--- src/rtl/pc_pkg.sv ---
package pc_pkg;

    // Value a semaphore must hold to count as set
    localparam int unsigned SEM_SET = 1;

    typedef enum logic [2:0] {
        P_IDLE,
        P_CLR,
        P_DATA,
        P_FLAG,
        P_WAIT,
        P_POLL
    } prod_st_e;

    typedef enum logic [2:0] {
        C_WAIT,
        C_POLL,
        C_CLR,
        C_READ,
        C_STAT
    } cons_st_e;

    // Test-pattern word for a given batch number and word index
    function automatic logic [31:0] mix_word(input logic [15:0] b, input logic [15:0] i);
        logic [15:0] hi;
        logic [15:0] lo;
        hi = b ^ 16'hC3A5;
        lo = (b * 16'h0035) ^ i ^ 16'h7E01;
        return {hi, lo};
    endfunction

endpackage

--- src/rtl/pc_gap_timer.sv ---
module pc_gap_timer #(
    parameter int GAP_W = 4
) (
    input  logic             clk,
    input  logic             rst,
    input  logic             load,
    input  logic [GAP_W-1:0] gap,
    output logic             zero
);
    logic [GAP_W-1:0] cnt;

    always_ff @(posedge clk) begin
        if (rst) begin
            cnt <= '0;
        end else if (load) begin
            cnt <= gap;
        end else if (cnt != '0) begin
            cnt <= cnt - 1'b1;
        end
    end

    assign zero = (cnt == '0);
endmodule

--- src/rtl/pc_producer.sv ---
module pc_producer
    import pc_pkg::*;
#(
    parameter int ADDR_W    = 8,
    parameter int DATA_W    = 16,
    parameter int BATCH_LEN = 4,
    parameter int BUF_BASE  = 16,
    parameter int FLAG_ADDR = 2,
    parameter int STAT_ADDR = 3,
    parameter int GAP_W     = 4
) (
    input  logic              clk,
    input  logic              rst,
    input  logic              run,
    input  logic [GAP_W-1:0]  poll_gap,
    output logic              req,
    output logic              we,
    output logic [ADDR_W-1:0] addr,
    output logic [DATA_W-1:0] wdata,
    input  logic              ack,
    input  logic [DATA_W-1:0] rdata
);
    localparam int IDX_W = (BATCH_LEN > 1) ? $clog2(BATCH_LEN) : 1;
    localparam logic [ADDR_W-1:0] BUF_A  = ADDR_W'(BUF_BASE);
    localparam logic [ADDR_W-1:0] FLAG_A = ADDR_W'(FLAG_ADDR);
    localparam logic [ADDR_W-1:0] STAT_A = ADDR_W'(STAT_ADDR);
    localparam logic [IDX_W-1:0]  LAST   = IDX_W'(BATCH_LEN - 1);

    prod_st_e         st;
    logic [IDX_W-1:0] idx;
    logic [15:0]      batch;
    logic             sem_hit;
    logic             tmr_load;
    logic             tmr_zero;
    logic [31:0]      word;

    assign sem_hit  = (rdata == DATA_W'(SEM_SET));
    assign tmr_load = ack && ((st == P_FLAG) || (st == P_POLL && !sem_hit));
    assign word     = mix_word(batch, 16'(idx));

    pc_gap_timer #(.GAP_W(GAP_W)) u_tmr (
        .clk  (clk),
        .rst  (rst),
        .load (tmr_load),
        .gap  (poll_gap),
        .zero (tmr_zero)
    );

    always_comb begin
        req   = (st == P_CLR) || (st == P_DATA) || (st == P_FLAG) || (st == P_POLL);
        we    = (st != P_POLL);
        wdata = '0;
        case (st)
            P_CLR, P_POLL: addr = STAT_A;
            P_FLAG: begin
                addr  = FLAG_A;
                wdata = DATA_W'(SEM_SET);
            end
            default: begin
                addr  = BUF_A + ADDR_W'(idx);
                wdata = DATA_W'(word);
            end
        endcase
    end

    always_ff @(posedge clk) begin
        if (rst) begin
            st    <= P_IDLE;
            idx   <= '0;
            batch <= '0;
        end else begin
            case (st)
                P_IDLE: if (run) st <= P_CLR;
                P_CLR: if (ack) begin
                    st  <= P_DATA;
                    idx <= '0;
                end
                P_DATA: if (ack) begin
                    if (idx == LAST) st <= P_FLAG;
                    else idx <= idx + 1'b1;
                end
                P_FLAG: if (ack) st <= P_WAIT;
                P_WAIT: if (tmr_zero) st <= P_POLL;
                P_POLL: if (ack) begin
                    if (sem_hit) begin
                        batch <= batch + 1'b1;
                        st    <= run ? P_CLR : P_IDLE;
                    end else begin
                        st <= P_WAIT;
                    end
                end
                default: st <= P_IDLE;
            endcase
        end
    end
endmodule

--- src/rtl/pc_consumer.sv ---
module pc_consumer
    import pc_pkg::*;
#(
    parameter int ADDR_W    = 8,
    parameter int DATA_W    = 16,
    parameter int BATCH_LEN = 4,
    parameter int BUF_BASE  = 16,
    parameter int FLAG_ADDR = 2,
    parameter int STAT_ADDR = 3,
    parameter int GAP_W     = 4
) (
    input  logic              clk,
    input  logic              rst,
    input  logic [GAP_W-1:0]  poll_gap,
    output logic              req,
    output logic              we,
    output logic [ADDR_W-1:0] addr,
    output logic [DATA_W-1:0] wdata,
    input  logic              ack,
    input  logic [DATA_W-1:0] rdata,
    output logic              out_valid,
    output logic [DATA_W-1:0] out_data
);
    localparam int IDX_W = (BATCH_LEN > 1) ? $clog2(BATCH_LEN) : 1;
    localparam logic [ADDR_W-1:0] BUF_A  = ADDR_W'(BUF_BASE);
    localparam logic [ADDR_W-1:0] FLAG_A = ADDR_W'(FLAG_ADDR);
    localparam logic [ADDR_W-1:0] STAT_A = ADDR_W'(STAT_ADDR);
    localparam logic [IDX_W-1:0]  LAST   = IDX_W'(BATCH_LEN - 1);

    cons_st_e         st;
    logic [IDX_W-1:0] idx;
    logic             sem_hit;
    logic             tmr_load;
    logic             tmr_zero;

    assign sem_hit  = (rdata == DATA_W'(SEM_SET));
    assign tmr_load = ack && ((st == C_STAT) || (st == C_POLL && !sem_hit));

    pc_gap_timer #(.GAP_W(GAP_W)) u_tmr (
        .clk  (clk),
        .rst  (rst),
        .load (tmr_load),
        .gap  (poll_gap),
        .zero (tmr_zero)
    );

    always_comb begin
        req   = (st != C_WAIT);
        we    = (st == C_CLR) || (st == C_STAT);
        wdata = (st == C_STAT) ? DATA_W'(SEM_SET) : '0;
        case (st)
            C_POLL, C_CLR: addr = FLAG_A;
            C_STAT:        addr = STAT_A;
            default:       addr = BUF_A + ADDR_W'(idx);
        endcase
    end

    always_ff @(posedge clk) begin
        if (rst) begin
            st        <= C_WAIT;
            idx       <= '0;
            out_valid <= 1'b0;
            out_data  <= '0;
        end else begin
            out_valid <= 1'b0;
            case (st)
                C_WAIT: if (tmr_zero) st <= C_POLL;
                C_POLL: if (ack) st <= sem_hit ? C_CLR : C_WAIT;
                C_CLR: if (ack) begin
                    st  <= C_READ;
                    idx <= '0;
                end
                C_READ: if (ack) begin
                    out_valid <= 1'b1;
                    out_data  <= rdata;
                    if (idx == LAST) st <= C_STAT;
                    else idx <= idx + 1'b1;
                end
                C_STAT: if (ack) st <= C_WAIT;
                default: st <= C_WAIT;
            endcase
        end
    end
endmodule

--- src/rtl/pc_handshake.sv ---
module pc_handshake #(
    parameter int ADDR_W    = 8,
    parameter int DATA_W    = 16,
    parameter int BATCH_LEN = 4,
    parameter int BUF_BASE  = 16,
    parameter int FLAG_ADDR = 2,
    parameter int STAT_ADDR = 3,
    parameter int GAP_W     = 4
) (
    input  logic              clk,
    input  logic              rst,
    input  logic              run,
    input  logic [GAP_W-1:0]  poll_gap,
    output logic              prod_req,
    output logic              prod_we,
    output logic [ADDR_W-1:0] prod_addr,
    output logic [DATA_W-1:0] prod_wdata,
    input  logic              prod_ack,
    input  logic [DATA_W-1:0] prod_rdata,
    output logic              cons_req,
    output logic              cons_we,
    output logic [ADDR_W-1:0] cons_addr,
    output logic [DATA_W-1:0] cons_wdata,
    input  logic              cons_ack,
    input  logic [DATA_W-1:0] cons_rdata,
    output logic              out_valid,
    output logic [DATA_W-1:0] out_data
);
    pc_producer #(
        .ADDR_W(ADDR_W), .DATA_W(DATA_W), .BATCH_LEN(BATCH_LEN), .BUF_BASE(BUF_BASE),
        .FLAG_ADDR(FLAG_ADDR), .STAT_ADDR(STAT_ADDR), .GAP_W(GAP_W)
    ) u_prod (
        .clk      (clk),
        .rst      (rst),
        .run      (run),
        .poll_gap (poll_gap),
        .req      (prod_req),
        .we       (prod_we),
        .addr     (prod_addr),
        .wdata    (prod_wdata),
        .ack      (prod_ack),
        .rdata    (prod_rdata)
    );

    pc_consumer #(
        .ADDR_W(ADDR_W), .DATA_W(DATA_W), .BATCH_LEN(BATCH_LEN), .BUF_BASE(BUF_BASE),
        .FLAG_ADDR(FLAG_ADDR), .STAT_ADDR(STAT_ADDR), .GAP_W(GAP_W)
    ) u_cons (
        .clk       (clk),
        .rst       (rst),
        .poll_gap  (poll_gap),
        .req       (cons_req),
        .we        (cons_we),
        .addr      (cons_addr),
        .wdata     (cons_wdata),
        .ack       (cons_ack),
        .rdata     (cons_rdata),
        .out_valid (out_valid),
        .out_data  (out_data)
    );
endmodule

--- config.mk ---
export PLATFORM = sky130hd
export DESIGN_NAME = pc_handshake
export DESIGN_NICKNAME = d
export VERILOG_FILES = /design/src/rtl/pc_pkg.sv /design/src/rtl/pc_gap_timer.sv /design/src/rtl/pc_producer.sv /design/src/rtl/pc_consumer.sv /design/src/rtl/pc_handshake.sv
export SDC_FILE = /design/constraint.sdc
export NUM_CORES = 1
export LEC_CHECK = 0
export ABC_CLOCK_PERIOD_IN_PS = 3050
export BUFFER_PORTS_ARGS = -buffer_cell sky130_fd_sc_hd__buf_2
export CAP_MARGIN = 20
export CORE_MARGIN = 3
export CORE_UTILIZATION = 49
export CTS_CLUSTER_DIAMETER = 120
export CTS_CLUSTER_SIZE = 8
export DETAILED_ROUTE_END_ITERATION = 10
export GPL_TIMING_DRIVEN = 1
export PLACE_DENSITY_LB_ADDON = 0.1
export SLEW_MARGIN = 15
export SYNTH_ARGS = -nofsm -noshare
export SYNTH_HDL_FRONTEND = slang
export SYNTH_SLANG_ARGS = --single-unit
--- constraint.sdc ---
create_clock -name clk -period 3.05 [get_ports clk]
set_input_delay 0 -clock clk [delete_from_list [all_inputs] [get_ports clk]]
set_output_delay 0 -clock clk [all_outputs]
set_load 0.02 [all_outputs]
# Word-level counts from Yosys, hierarchy flattened

Cells that the tools add are included.

Register bits after elaboration: 51
Bits in latches: 0
Memory bits (writable): 0
Memory bits (read-only): 0
Bits of input ports: 41
Output and inout bits: 69
Word-level logic and storage cells: 116
Memories kept: 0

$add $sub $neg: 7
Multiply operators: 1
Divide/modulo/power cells: 0
Magnitude comparators: 0
Eq/ne operators: 29
Shift-type cells: 0
Mux-type cells: 35
Bitwise logic cells: 3
Reduce and logical (&&, ||, !) cells: 32

Operator list:

| cell                    | number |
|---|---|
| $mux W3                 | 14 |
| $eq A16 B1 Y1 const B   | 2 |
| $pmux W16 S2            | 1 |
| $pmux W8 S2             | 2 |
| $ne A2 B2 Y1 const B    | 12 |
| $pmux W3 S6             | 1 |
| $add A16 B1 Y16 const B | 1 |
| $mul A16 B6 Y16 const B | 1 |
| $mux W4                 | 4 |
| $xor A16 B2 Y16         | 1 |
| $pmux W3 S5             | 1 |
| $mux W2                 | 7 |
| $add A5 B2 Y6 const A   | 2 |
| $eq A3 B2 Y1 const B    | 4 |
| $eq A3 B3 Y1 const B    | 3 |
| $logic_not A4 Y1        | 2 |
| $pmux W2 S2             | 2 |
| $reduce_and A4 Y1       | 2 |
| $reduce_bool A2 Y1      | 4 |
| $reduce_bool A4 Y1      | 2 |
| $sub A4 B1 Y4 const B   | 2 |
| $not A7 Y7              | 1 |
| $reduce_and A7 Y1       | 1 |
| $eq A3 B1 Y1 const B    | 2 |
| 15 further kinds        | 33 |

# Depth between registers and ports, before layout

Depth in word-level cells: 6
Mapped depth: 12
Depth with buffers taken out: 12

# Hierarchy

Synthesis repeated with hierarchy kept, for this count alone.

Cells, all modules: 530
Area total of the unflattened synthesis: 4376.7 µm²

Modules (own cells, without submodules):

| module       | times used | cells an instance | area each (µm²) | seq. area each (µm²) |
|---|---|---|---|---|
| pc_producer  | 1          | 334               | 2760.1          | 420.4 |
| pc_consumer  | 1          | 148               | 1158.6          | 440.4 |
| pc_gap_timer | 2          | 24                | 229.0           | 80.1 |

# Worst setup path before layout

Ideal clock, no wire load.

Kind: register to output
Start: reg u_prod.batch[4]
End: out prod_wdata[15]
Data arrival time: 3463 ps
Required time: 3050 ps
Slack: -413 ps
Stages on the path, launching flop included: 12
Path buffers: 0
Cell sequence: dfxtp_1 ha_1 inv_1 fa_1 fa_1 inv_1 ha_1 o21ai_0 or2_2 or4_1 a211o_1 o21ai_0

Longest elaborated chain between the ends: 3

Ends and longest elaborated chain:

| element                  | RTL line           | RTL |
|---|---|---|
| start: declaration       | pc_producer.sv:31  | `logic [15:0] batch;` |
| start signal: assignment | pc_producer.sv:86  | `batch <= batch + 1'b1;` |
| $mul A16 B6 Y16          | pc_pkg.sv:28       | `lo = (b * 16'h0035) ^ i ^ 16'h7E01;` |
| $xor A16 B2 Y16          | pc_pkg.sv:28       |  |
| $pmux W16 S2             | pc_producer.sv:53  | `case (st)` |
| end: declaration         | pc_handshake.sv:17 | `output logic [DATA_W-1:0] prod_wdata,` |

No other way between the ends.

# Worst setup path after layout

Start: reg u_prod.batch[8]
End: out prod_wdata[15]

The elaborated chain is that of the path after synthesis.

==> impl_metrics.toml <==
[layout]
design_area_mm2 = 0.00581
n_fill_cell = 688
drive_above_1_share_pct = 32.3
nNetsFinal = 779
instances_no_fill = 780
diodes = 0
area_growth_pct = 36.6
multi_input_area_mm2 = 0.00328
final-seq-area_mm2 = 0.00106

[yosys]
synthAdderAreaFrac_pct = 22.2
yosysTopAreaCellShare_pct = 24.0
synthArstFlopShare_pct = 0
synth_xor_area_share_pct = 5.15
synth-compound-area-share_pct = 13.7
muxShareOfSynthArea_pct = 1.50
synthTopCellsByArea = "dfxtp_1 24%, ha_1 13%, fa_1 8.9%, nand2_1 5.5%, inv_1 5.1%"
avgSynthCellArea_um2 = 7.98
synth_top_family_by_area = "adder cells"
ys.flop_type = "dfxtp_1"
netlist_area_mm2 = 0.00425
synth-edff-count = 0
yosys.area_share.simple_pct = 22.1
synth.ff_latch_count = 51
ys_types = 54
ys_warn_count = 0
yosysSeqAreaShare_pct = 24.0
synthCells = 533
synth_top_cell_by_area = "dfxtp_1"

[sta]
slew_headroom_pct = 50.6
period_needed_ns = 3.54
fmax_mhz = 283
hold_viol = 0
tightestPinTransition_ns = 0.738
worst_slack_ns = -0.486
period_share_pct = 116
clock-skew-final_ns = 0.00514
finalSetupViolCount = 7
grt_setup_unrepaired = "true"
finalMaxSlewViolations = 0

[die]
io_pins = 110
start_util_pct = 51.0
die_y_um = 99.2
rows = 33
core-area_mm2 = 0.00834
die_x_um = 99.2
die-area_mm2 = 0.00983

[setup_path]
cpMaxStageDelayCell = "fa_1"
crit_arrival_ns = 3.54
worst_r2r_startpoint = "u_prod.st[0]$_SDFFE_PP0P_"
critPathKind = "reg -> out"
path_cells = "buf_4 > ha_4 > fa_1 > inv_1 > fa_1 > inv_1 > ha_4 > nand2_1 > or4_4 > a211o_1 > o21ai_4 > buf_6"
timing.critical_path.from = "u_prod.batch[8]$_SDFFE_PP0P_"
critPathLaunchType = "register"
slowest_delay_ns = 0.53
cp-end-kind = "output port"
reg2reg_to = "u_prod.batch[15]$_SDFFE_PP0P_"
r2r_slack_ns = 0.95
cp_max_fo = 6
rr_worst_depth = 5
cp.required_ns = 3.05
critPathCapture = "prod_wdata[15]"

[cts]
cts_sinks = 51
path_clk_slew_ns = 0.09
cts_tree = "yes"
cts_buffers = 5
clockBufferDepth = 2
cts-root-buf = "clkbuf_8"
insertion_delay_ns = 0.30
h-tree-depth = 2

[detailed_routing]
dr.pass1.iters = 4
wirelength_um = 10200
drtIter0Drc = 93
postRouteAntennaNets = 0
vias = 3964
wl_per_cell_um = 13.0
routed_via_density = 5.08
post-route-drc-count = 0

[global_routing]
grt_pass1_wl_um = 17900
grt_pass1_vias = 4010
track_usage_pct = 21.5
antenna_found_initial = 0
grt_max_degree = 31
gr-total-overflow = 0

[power]
ir_drop_mv = 0.330
power_density_mw_per_mm2 = 342
leakagePower_nw = 2.58

[flow_run]
maxCapViolations = 0

[placed_design]
portBuffers = 84
dpl_cell_area_mm2 = 0.00517
dpl.hpwl_um = 7690
gp_congestion = 0.816
dpl.cell_count = 746
place_ws_ns = -0.248

[outcome]
failed_checks = "negative setup slack"
status = "finished with violations"

[hold_path]
min_path_type = "in -> reg"
-- state kept, by name (all words and copies together), names as in the netlist --
name / cells
u_cons.out_data: 16
u_cons.st: 3
u_prod.u_tmr.cnt: 4
u_prod.st: 3
u_cons.idx: 2
u_prod.batch: 16
u_prod.idx: 2
u_cons.out_valid: 1
u_cons.u_tmr.cnt: 4
-- cell usage after synthesis, types with 9 or more instances --
cell / count
buf_4: 25
nand2b_1: 10
xnor2_1: 17
inv_1: 58
ha_1: 45
dfxtp_1: 51
nand2_1: 62
nor3_1: 16
a21oi_1: 41
o21ai_0: 26
nand3_1: 10
nor4_1: 9
clkbuf_1: 15
nor2_1: 35
fa_1: 19
-- area by class of cell --
type / instances / share of cell area (%)
Multi-Input combinational cell: 405 / 56.5
Clock inverter: 2 / 0.129
Sequential cell: 51 / 18.2
Inverter: 58 / 3.75
Timing Repair Buffer: 153 / 17.9
Clock buffer: 6 / 1.25
Tap cell: 105 / 2.26
-- power breakdown --
group	internal, mW	total, mW	switching (mW)
Sequential	0.716	0.798	0.0824
Combinational	0.347	0.823	0.476
Clock	0.157	0.366	0.209
-- cell usage in the layout (no fill, tap or decap), drive strengths merged, types with 2 or more instances in the layout --
cell	instances
buf	134
nand2	62
inv	58
dfxtp	51
ha	45
a21oi	41
nor2	36
o21ai	27
conb	25
dlygate4sd3	19
fa	19
xnor2	17
nor3	16
nand2b	10
nand3	10
nor4	10
xor2	8
or3	8
nand4	7
a211oi	7
nor2b	6
clkbuf	6
and2	5
or4	5
a21o	3
and3	3
nor4b	3
mux2i	3
o21bai	3
a41oi	3
mux2	3
a21boi	2
o31ai	2
nor3b	2
clkinv	2
or2	2
-- cell families after synthesis --
logic type,after synthesis
adder cells (fa/ha/maj),64
AND/OR/NAND/NOR,187
buffers and inverters,101
flip-flops,51
other,1
multiplexers,6
XOR/XNOR,25
AO/OA/AOI/OAI,98
-- metrics by stage --
stage	hold slack [ns]	util (%)	TNS (ns)	power [mW]
2_1_floorplan	0.136	-	-0.0157	1.40
5_1_grt	0.0357	69.6	-2.75	2.14
4_1_cts	0.00301	68.0	-1.79	2.00
6_report	0.00503	69.6	-1.84	1.99
3_5_place_dp	0.260	62.0	-0.716	1.59
3_3_place_gp	0.251	62.0	-0.499	1.57
-- per-layer routing --
layer	global-route usage, %	share of wire, %
met1	26.6	44
met2	39.2	50
met3	2.88	4.0
met4	5.36	1.4
met5	0	0
-- worst min-delay path by stage --
| stage | start | endpoint | slack [ns] | depth (start not counted) |
|---|---|---|---|---|
| 2_1_floorplan | cons_rdata[0] | u_cons.out_data[0]$_SDFFE_PP0P_ | 0.14 | 2 |
| 3_3_place_gp | cons_rdata[8] | u_cons.out_data[8]$_SDFFE_PP0P_ | 0.25 | 3 |
| 3_5_place_dp | poll_gap[2] | u_cons.u_tmr.cnt[2]$_SDFFE_PP0P_ | 0.26 | 3 |
| 4_1_cts | poll_gap[0] | u_prod.u_tmr.cnt[0]$_SDFFE_PP0P_ | 0.003 | 3 |
| 5_1_grt | poll_gap[0] | u_prod.u_tmr.cnt[0]$_SDFFE_PP0P_ | 0.04 | 3 |
| 6_report | poll_gap[0] | u_prod.u_tmr.cnt[0]$_SDFFE_PP0P_ | 0.005 | 3 |
-- repair_timing --
| item | 4_1_cts | 5_1_grt |
|---|---|---|
| endpoints found under the setup margin | 9 | 8 |
| cloned | 0 | 0 |
| pin swaps | 18 | 16 |
| hold buffers | 19 | 0 |
| endpoints found under the hold margin | 20 | 0 |
| setup buffers | 4 | 3 |
| gates resized for setup | 42 | 21 |
-- worst max-delay path: cells and delay by family (launching register included) --
kind            cells  cell delay [ns]
buf+inv             4             0.40
simple gates        2             0.56
flops               1             0.39
compound gates      2             0.37
fa+ha+maj           4             1.53
Note: power is estimated with default switching activity, not from simulation.
